===== src/rtl/sample_burst_fifo_pkg.sv =====
package sample_burst_fifo_pkg;
  // strobes from control to datapath, one cycle each
  typedef struct packed {
    logic push;      // store incoming sample at write pointer
    logic pop;       // advance read pointer and load data word
    logic drop;      // discard oldest entry (overwrite case)
    logic loadStat;  // load status word onto read bus
  } sfStrb_t;
endpackage


===== src/rtl/sample_burst_fifo_ctrl.sv =====
module sample_burst_fifo_ctrl
  import sample_burst_fifo_pkg::*;
#(
  parameter int DEPTH = 8,
  localparam int PTR_W = $clog2(DEPTH),
  localparam int CNT_W = $clog2(DEPTH + 1)
) (
  input  logic             clk,
  input  logic             rstN,
  input  logic             resValid,
  input  logic             csN,
  input  logic             rdN,
  input  logic             wrN,
  input  logic             addr,
  input  logic [PTR_W-1:0] cfgData,
  output sfStrb_t          strb,
  output logic [CNT_W-1:0] fillCount,
  output logic             ovfFlag,
  output logic [PTR_W-1:0] lenCode,
  output logic             irq
);
  logic             dataRd, statRd, cfgWr;
  logic [CNT_W-1:0] lenVal;

  assign dataRd = !csN && !rdN && !addr;
  assign statRd = !csN && !rdN && addr;
  assign cfgWr  = !csN && !wrN && addr;
  assign lenVal = CNT_W'(lenCode) + CNT_W'(1);

  always_comb begin
    strb.push     = resValid;
    strb.pop      = dataRd && (fillCount != '0);
    strb.drop     = resValid && !strb.pop && (fillCount >= lenVal);
    strb.loadStat = statRd;
  end

  assign irq = fillCount >= lenVal;

  always_ff @(posedge clk) begin
    if (!rstN) begin
      fillCount <= '0;
      ovfFlag   <= 1'b0;
      lenCode   <= PTR_W'(DEPTH - 1);
    end else begin
      if (strb.push && !strb.pop && !strb.drop)
        fillCount <= fillCount + CNT_W'(1);
      else if (strb.pop && !strb.push)
        fillCount <= fillCount - CNT_W'(1);

      if (strb.drop)
        ovfFlag <= 1'b1;
      else if (statRd)
        ovfFlag <= 1'b0;

      if (cfgWr)
        lenCode <= cfgData;
    end
  end
endmodule


===== src/rtl/sample_burst_fifo_data.sv =====
module sample_burst_fifo_data
  import sample_burst_fifo_pkg::*;
#(
  parameter int DEPTH = 8,
  parameter int RES_W = 12,
  parameter int BUS_W = 16,
  localparam int PTR_W = $clog2(DEPTH),
  localparam int CNT_W = $clog2(DEPTH + 1),
  localparam int ENT_W = RES_W + 1
) (
  input  logic             clk,
  input  logic             rstN,
  input  sfStrb_t          strb,
  input  logic [RES_W-1:0] resCode,
  input  logic             resOor,
  input  logic [CNT_W-1:0] fillCount,
  input  logic             ovfFlag,
  input  logic [PTR_W-1:0] lenCode,
  output logic [BUS_W-1:0] rdData
);
  logic [ENT_W-1:0] slot [DEPTH];
  logic [PTR_W-1:0] wrPtr, rdPtr;
  logic [ENT_W-1:0] headEntry;
  logic             isEmpty, headOor;
  logic [BUS_W-1:0] statWord;

  for (genvar g = 0; g < DEPTH; g++) begin : gSlot
    always_ff @(posedge clk) begin
      if (strb.push && (wrPtr == PTR_W'(g)))
        slot[g] <= {resOor, resCode};
    end
  end

  assign headEntry = slot[rdPtr];
  assign isEmpty   = (fillCount == '0);
  assign headOor   = !isEmpty && headEntry[RES_W];
  assign statWord  = BUS_W'({lenCode, ovfFlag, headOor, isEmpty, fillCount});

  always_ff @(posedge clk) begin
    if (!rstN) begin
      wrPtr  <= '0;
      rdPtr  <= '0;
      rdData <= '0;
    end else begin
      if (strb.push)
        wrPtr <= wrPtr + PTR_W'(1);
      if (strb.pop || strb.drop)
        rdPtr <= rdPtr + PTR_W'(1);
      if (strb.loadStat)
        rdData <= statWord;
      else if (strb.pop)
        rdData <= BUS_W'(headEntry);
    end
  end
endmodule


===== src/rtl/sample_burst_fifo.sv =====
module sample_burst_fifo
  import sample_burst_fifo_pkg::*;
#(
  parameter int DEPTH = 8,
  parameter int RES_W = 12,
  parameter int BUS_W = 16,
  localparam int PTR_W = $clog2(DEPTH),
  localparam int CNT_W = $clog2(DEPTH + 1)
) (
  input  logic             clk,
  input  logic             rstN,
  input  logic             resValid,
  input  logic [RES_W-1:0] resCode,
  input  logic             resOor,
  input  logic             csN,
  input  logic             rdN,
  input  logic             wrN,
  input  logic             addr,
  input  logic [PTR_W-1:0] cfgData,
  output logic [BUS_W-1:0] rdData,
  output logic             irq
);
  sfStrb_t          strb;
  logic [CNT_W-1:0] fillCount;
  logic             ovfFlag;
  logic [PTR_W-1:0] lenCode;

  sample_burst_fifo_ctrl #(.DEPTH(DEPTH)) u_ctrl (
    .clk(clk), .rstN(rstN), .resValid(resValid), .csN(csN), .rdN(rdN),
    .wrN(wrN), .addr(addr), .cfgData(cfgData), .strb(strb),
    .fillCount(fillCount), .ovfFlag(ovfFlag), .lenCode(lenCode), .irq(irq)
  );

  sample_burst_fifo_data #(.DEPTH(DEPTH), .RES_W(RES_W), .BUS_W(BUS_W)) u_data (
    .clk(clk), .rstN(rstN), .strb(strb), .resCode(resCode), .resOor(resOor),
    .fillCount(fillCount), .ovfFlag(ovfFlag), .lenCode(lenCode), .rdData(rdData)
  );
endmodule


===== config.mk =====
export PLATFORM = sky130hd
export DESIGN_NAME = sample_burst_fifo
export DESIGN_NICKNAME = d
export VERILOG_FILES = /design/src/rtl/sample_burst_fifo_pkg.sv /design/src/rtl/sample_burst_fifo_ctrl.sv /design/src/rtl/sample_burst_fifo_data.sv /design/src/rtl/sample_burst_fifo.sv
export SDC_FILE = /design/constraint.sdc
export NUM_CORES = 1
export LEC_CHECK = 0
export ABC_CLOCK_PERIOD_IN_PS = 3740
export BUFFER_PORTS_ARGS = -buffer_cell sky130_fd_sc_hd__buf_2
export CORE_ASPECT_RATIO = 0.6
export CORE_UTILIZATION = 37
export CTS_CLUSTER_DIAMETER = 200
export DETAILED_ROUTE_END_ITERATION = 10
export SYNTH_ARGS = -nofsm -noshare
export SYNTH_HDL_FRONTEND = slang
export SYNTH_SLANG_ARGS = --single-unit

===== constraint.sdc =====
create_clock -name clk -period 3.74 [get_ports clk]
set_input_delay 0.187 -clock clk [delete_from_list [all_inputs] [get_ports clk]]
set_output_delay 0.187 -clock clk [all_outputs]
set_load 0.05 [all_outputs]

# Yosys cells after proc, flatten, opt, wreduce, memory -nomap -nowiden
# Memories as Yosys holds them, arrays and structs flattened. A register that Yosys moved wholly into a read port is not among the register bits.
# Cells that the tools add are included.
# Widths: inputs -> output; s select.
# op_classes
add_sub_neg	5
magnitude_cmp	1
n_eq_ne	7
n_mux	45
n_bitwise	1
reduce_logical	42
# op_table
operator	count
$mux 13	7
$reduce_or 13->1	7
$mux 3	9
$mux 1	25
$mux 10	2
$logic_and 1x1->1	19
$eq 3x3->1 const B	4
$logic_not 1->1	8
$mux 4	2
$add 3x1->3 const B	2
$eq 3x2->1 const B	2
$reduce_bool 2->1	3
$add 3x1->4 const B	1
$add 4x1->4 const B	1
$ge 4x4->1	1
$logic_not 4->1	1
$reduce_bool 4->1	1
$sub 4x1->4 const B	1
$eq 3x1->1 const B	1
$logic_not 3->1	1
$reduce_or 2->1	1
$logic_or 1x1->1	1
$not 1->1	1
# word_totals
ff_bits	27
ramBits	104
inputBits	23
out_inout_bits	17
memories	1
# memory_table
name	words	width	rd	rd_clocked_by_memory_dff	write_ports	line	rtl
u_data.slot	8	13	1	1	1	sample_burst_fifo_data.sv:21	logic [ENT_W-1:0] slot [DEPTH];

# Logic depth before layout (Yosys ltp)
# depth
ltp_word	12
ltp_mapped	12
ltp_nobuf	12

# Modules after synthesis
# From an unflattened synthesis, not the netlist that was laid out.
# unflattened
hier_cells	322
hier_area_um2	5510.3
# by_module_without_submodules
mod	n_inst	cells_per_inst	area_per_inst_um2
sample_burst_fifo_data	1	260	4931.0
sample_burst_fifo_ctrl	1	62	579.3

# Worst setup path after synthesis
# No wires, ideal clock.
# synth_path
path_kind	reg-to-reg
startpoint	register u_ctrl.lenCode[0]
endpoint	register u_ctrl.fillCount[3]
setup_ns	0.072
arrival_time_ns	3.065
path_slack_ns	0.603
path_stages_with_launch	13
path_buffers	0
cell_sequence	dfxtp_1 -> ha_1 -> xnor2_1 -> ha_1 -> o211ai_1 -> o21ai_1 -> nor3b_2 -> inv_1 -> ha_1 -> a21o_1 -> a21oi_1 -> mux2i_1 -> mux2i_1
# synth_between
elab_chain_cells	6
elab_cells_between_ends	7
cone_classes	1 x add/sub; 1 x order compare; 1 x mux; 4 x reduce/logical
# synth_rtl
item	line	rtl
start, declared	sample_burst_fifo_ctrl.sv:19	output logic [PTR_W-1:0] lenCode,
start signal, assigned	sample_burst_fifo_ctrl.sv:43	lenCode <= PTR_W'(DEPTH - 1);
start signal, assigned	sample_burst_fifo_ctrl.sv:56	lenCode <= cfgData;
$add 3x1->4 *	sample_burst_fifo_ctrl.sv:28	assign lenVal = CNT_W'(lenCode) + CNT_W'(1);
$ge 4x4->1 *	--	
via irq	sample_burst_fifo.sv:21	output logic irq
$logic_and 1x1->1 *	sample_burst_fifo_ctrl.sv:33	strb.drop = resValid && !strb.pop && (fillCount >= lenVal);
$logic_not 1->1 *	sample_burst_fifo_ctrl.sv:45	if (strb.push && !strb.pop && !strb.drop)
$logic_and 1x1->1 *	sample_burst_fifo_ctrl.sv:45	
$mux 4 or $reduce_bool 2->1 (tied branches)	--	
end signal, assigned	sample_burst_fifo_ctrl.sv:46	fillCount <= fillCount + CNT_W'(1);
end signal, assigned	sample_burst_fifo_ctrl.sv:48	fillCount <= fillCount - CNT_W'(1);
end, declared	sample_burst_fifo_ctrl.sv:17	output logic [CNT_W-1:0] fillCount,
# The timed path passes the listed nets; every way through them passes the cells marked *.
# A chain may end at the register's enable or synchronous reset.

# Final worst setup path
# layout_path
startpoint	register u_ctrl.fillCount[0]
endpoint	register u_ctrl.fillCount[3]
# layout_between
elab_chain_cells	8
elab_cells_between_ends	14
cone_classes	2 x add/sub; 1 x order compare; 2 x mux; 9 x reduce/logical
# layout_rtl
item
branches (longest 8 deep; another with $ge 4x4->1)
# Several ways; the timed one is not identified. The select of a mux whose other input is x is not followed.

==> run_results.csv <==
group,metric,value,unit
global_routing,grt_pass1_wl,16.7,mm
route,wl_per_cell,18.5,µm
route,vias_per_cell,5.02,
power,share_seq_of_total_power,0.444,
setup_path,cpPeakStageDelay,450,ps
die,die_area,15200,µm²
flow_run,cap_viol_max_count,0,
placement,dp_slack,837,ps
clock_network,cts_buffer_depth,2,
die,die_width,158,µm
synthesis,ys.flop_type,"edfxtp_1",
timing,setup_viol,0,
final_layout,drive_gt1_frac,0.255,
final_layout,fin_util,0.454,
synthesis,avgSynthCellArea,16.8,µm²
timing,period_share,0.787,
placement,dp_cells,538,
final_layout,nets,405,
setup_path,critPathMaxFanout,6,
setup_path,critical_path.top_delay_family,"simple AND/OR/NAND/NOR gates",
timing,rsz0062_at_grt,"false",
synthesis,synth_largest_area_cell,"edfxtp_1",
run_status,run_status,"completed",
global_routing,grt-ovfl-total,0,
clock_network,cts-htree-levels,4,
setup_path,cp_num_buf_inv,2,
synthesis,synthAdderAreaFrac,0.0360,
clock_network,cts_root_buf,"clkbuf_16",
route,drtAntennaViolNets,0,
power,power_per_cell_area,652,nW/µm²
timing,max_freq,0.340,GHz
global_routing,antenna_found_initial,1,
route,wirelength,10.6,mm
clock_network,cts_tree,"built",
synthesis,synth_top_area_share,0.576,
final_layout,final_common_cell,"edfxtp_1",
placement,dpl.hpwl,6.92,mm
setup_path,crit_type,"reg -> reg",
synthesis,synth_simple_gate_area_frac,0.0593,
die,die_h,95.8,µm
power,p_leak,2.21,nW
clock_network,cts.clk_slew.worst_paths,60,ps
final_layout,final_cell_mix,"edfxtp_1 (104), buf_2 (36), dfxtp_1 (29)",
power,intPower,2.98,mW
setup_path,path_cells,"inv_1, ha_1, nor3b_1, o21ai_1, nor3b_2, inv_1, ha_1, a21o_1, a21oi_1, mux2i_1, mux2i_1",
synthesis,yosys-mux-area-fraction,0.143,
die,ioPinCount,40,
die,core,14000,µm²
setup_path,start_kind,"flop",
route,drc_errors,0,
power,switching_power,1.15,mW
global_routing,track_usage,0.157,
power,switching_share,0.279,
synthesis,ys_seq_area_frac,0.687,
power,combPwrFrac,0.193,
setup_path,crit_required,4090,ps
placement,port_buffers,36,
synthesis,synth_edf_count,104,
placement,place_area,5790,µm²
synthesis,synth-async-reset-ratio,0,
synthesis,ys_warn_count,0,
power,finalPower,4.13,mW
global_routing,grt_max_degree,21,
timing,finClkSkew,7.80,ps
route,drt_pass1_iterations,4,
timing,period_needed,2940,ps
timing,fin_setup_tns,0,ps
global_routing,grt_pass1_vias,2878,
die,row_count,33,
synthesis,synth_top_family_by_area,"multiplexers",
timing,worst_slew_pin_slew,874,ps
route,num_vias,2873,
route,drt-initial-drc-count,222,
setup_path,endpoint_kind,"flop",
final_layout,fin_area,6340,µm²
timing,timing.hold.ws,10.6,ps
clock_network,clock_latency,420,ps
synthesis,synth-compound-area-share,0.0455,
synthesis,ys_top_cells_by_area,"edfxtp_1 (58%), dfxtp_1 (11%), mux4_2 (11%)",
die,start_util,0.389,
synthesis,synth.distinct_cells,37,
timing,setup_slack,798,ps
synthesis,ys_ff_latch,134,
placement,gp_congestion,0.781,
timing,slew_headroom,0.417,
final_layout,syn_to_final_growth,16.8,%
setup_path,cp_slowest_cell,"dfxtp_1",
final_layout,n_antenna_cell,0,
synthesis,synthesis.instances,322,
clock_network,clock-sinks,134,
timing,hold_viol,0,
final_layout,finalNonFillerCells,572,
timing,slew_violations,0,
synthesis,synth.cell_area,5420,µm²
clock_network,cts_made_buffers,17,
power,ir_drop,0.295,mV
power,p_clk_frac,0.363,
synthesis,yosys.area_share.xor_xnor,0.00646,
min_path,hp-class,"in -> reg",
setup_path,arrival,3290,ps
-- kinds of logic after synthesis --
kind of cell | after synthesis
and+or+nand+nor | 59
buffers and inverters | 27
DFF | 134
other | 1
adders and majority gates | 15
AOI/OAI and AO/OA | 37
xor gates and xnor gates | 4
muxes | 45
-- worst reg2reg max path, cell delays in order, from the launching register on --
cell and delay, ps:
dfxtp_1 450, inv_1 130, ha_1 320, nor3b_1 230, o21ai_1 180, nor3b_2 410
inv_1 120, ha_1 280, a21o_1 170, a21oi_1 170, mux2i_1 230, mux2i_1 190
-- cell type report --
cell class / instances / area (µm²)
clock buffers: 21 / 440
clock inverters: 11 / 85.1
fillers: 1270 / 7620
inverters: 10 / 37.5
multi-input cells: 163 / 1590
flip-flops and latches: 134 / 3720
well taps: 192 / 240
repair buffers: 41 / 223
-- what timing repair did --
action	in CTS	in global routing
buffers inserted	0	0
hold buffers	2	0
endpoints found under the setup margin	0	0
gates resized for setup	0	0
hold endpoints to repair	2	0
-- state kept, by name (all words and copies together), names as in the netlist, named ones only --
register / cells
u_ctrl.fillCount: 4
u_ctrl.lenCode: 3
u_ctrl.ovfFlag: 1
u_data.rdData: 13
u_data.rdPtr: 3
u_data.slot: 104
u_data.wrPtr: 3
-- final timing paths --
| path | startpoint | end | slack [ps] | cells past startpoint |
|---|---|---|---|---|
| max | u_ctrl.fillCount[0] | u_ctrl.fillCount[3] | 800 | 11 |
| min | cfgData[0] | u_ctrl.lenCode[0] | 10 | 3 |
| max reg2reg | u_ctrl.fillCount[0] | u_ctrl.fillCount[3] | 800 | 11 |
| min reg2reg | u_data.rdData[10] | u_data.rdData[10] | 510 | 2 |
-- synthesized netlist by cell type, drive strengths merged (3+ instances only) --
| library cell | instances |
|---|---|
| and3 | 4 |
| o32ai | 10 |
| inv | 10 |
| xnor2 | 3 |
| a211oi | 3 |
| buf | 10 |
| mux4 | 26 |
| dfxtp | 30 |
| ha | 14 |
| mux2i | 19 |
| o21ai | 5 |
| a21oi | 14 |
| nand3 | 3 |
| and2 | 5 |
| or3 | 3 |
| nand2 | 11 |
| edfxtp | 104 |
| clkbuf | 7 |
| nand2b | 3 |
| nor2 | 22 |
-- power by group through the flow --
stage,registers [mW],clock network (mW),logic [mW]
after floorplan,1.84,0,0.625
after global placement,1.87,0,0.786
after detailed placement,1.87,0,0.801
after CTS,1.84,1.52,0.805
after global routing,1.86,1.59,0.872
final,1.83,1.50,0.797
-- per-layer routing --
metal	global-route usage	vias up	wire, µm
met1	0.230	1434	5360
met5	0	-	8
met3	0.0468	20	604
met4	0.0553	2	156
li1	-	1351	-
met2	0.220	66	4460
Power figures use the tool's default switching activity.
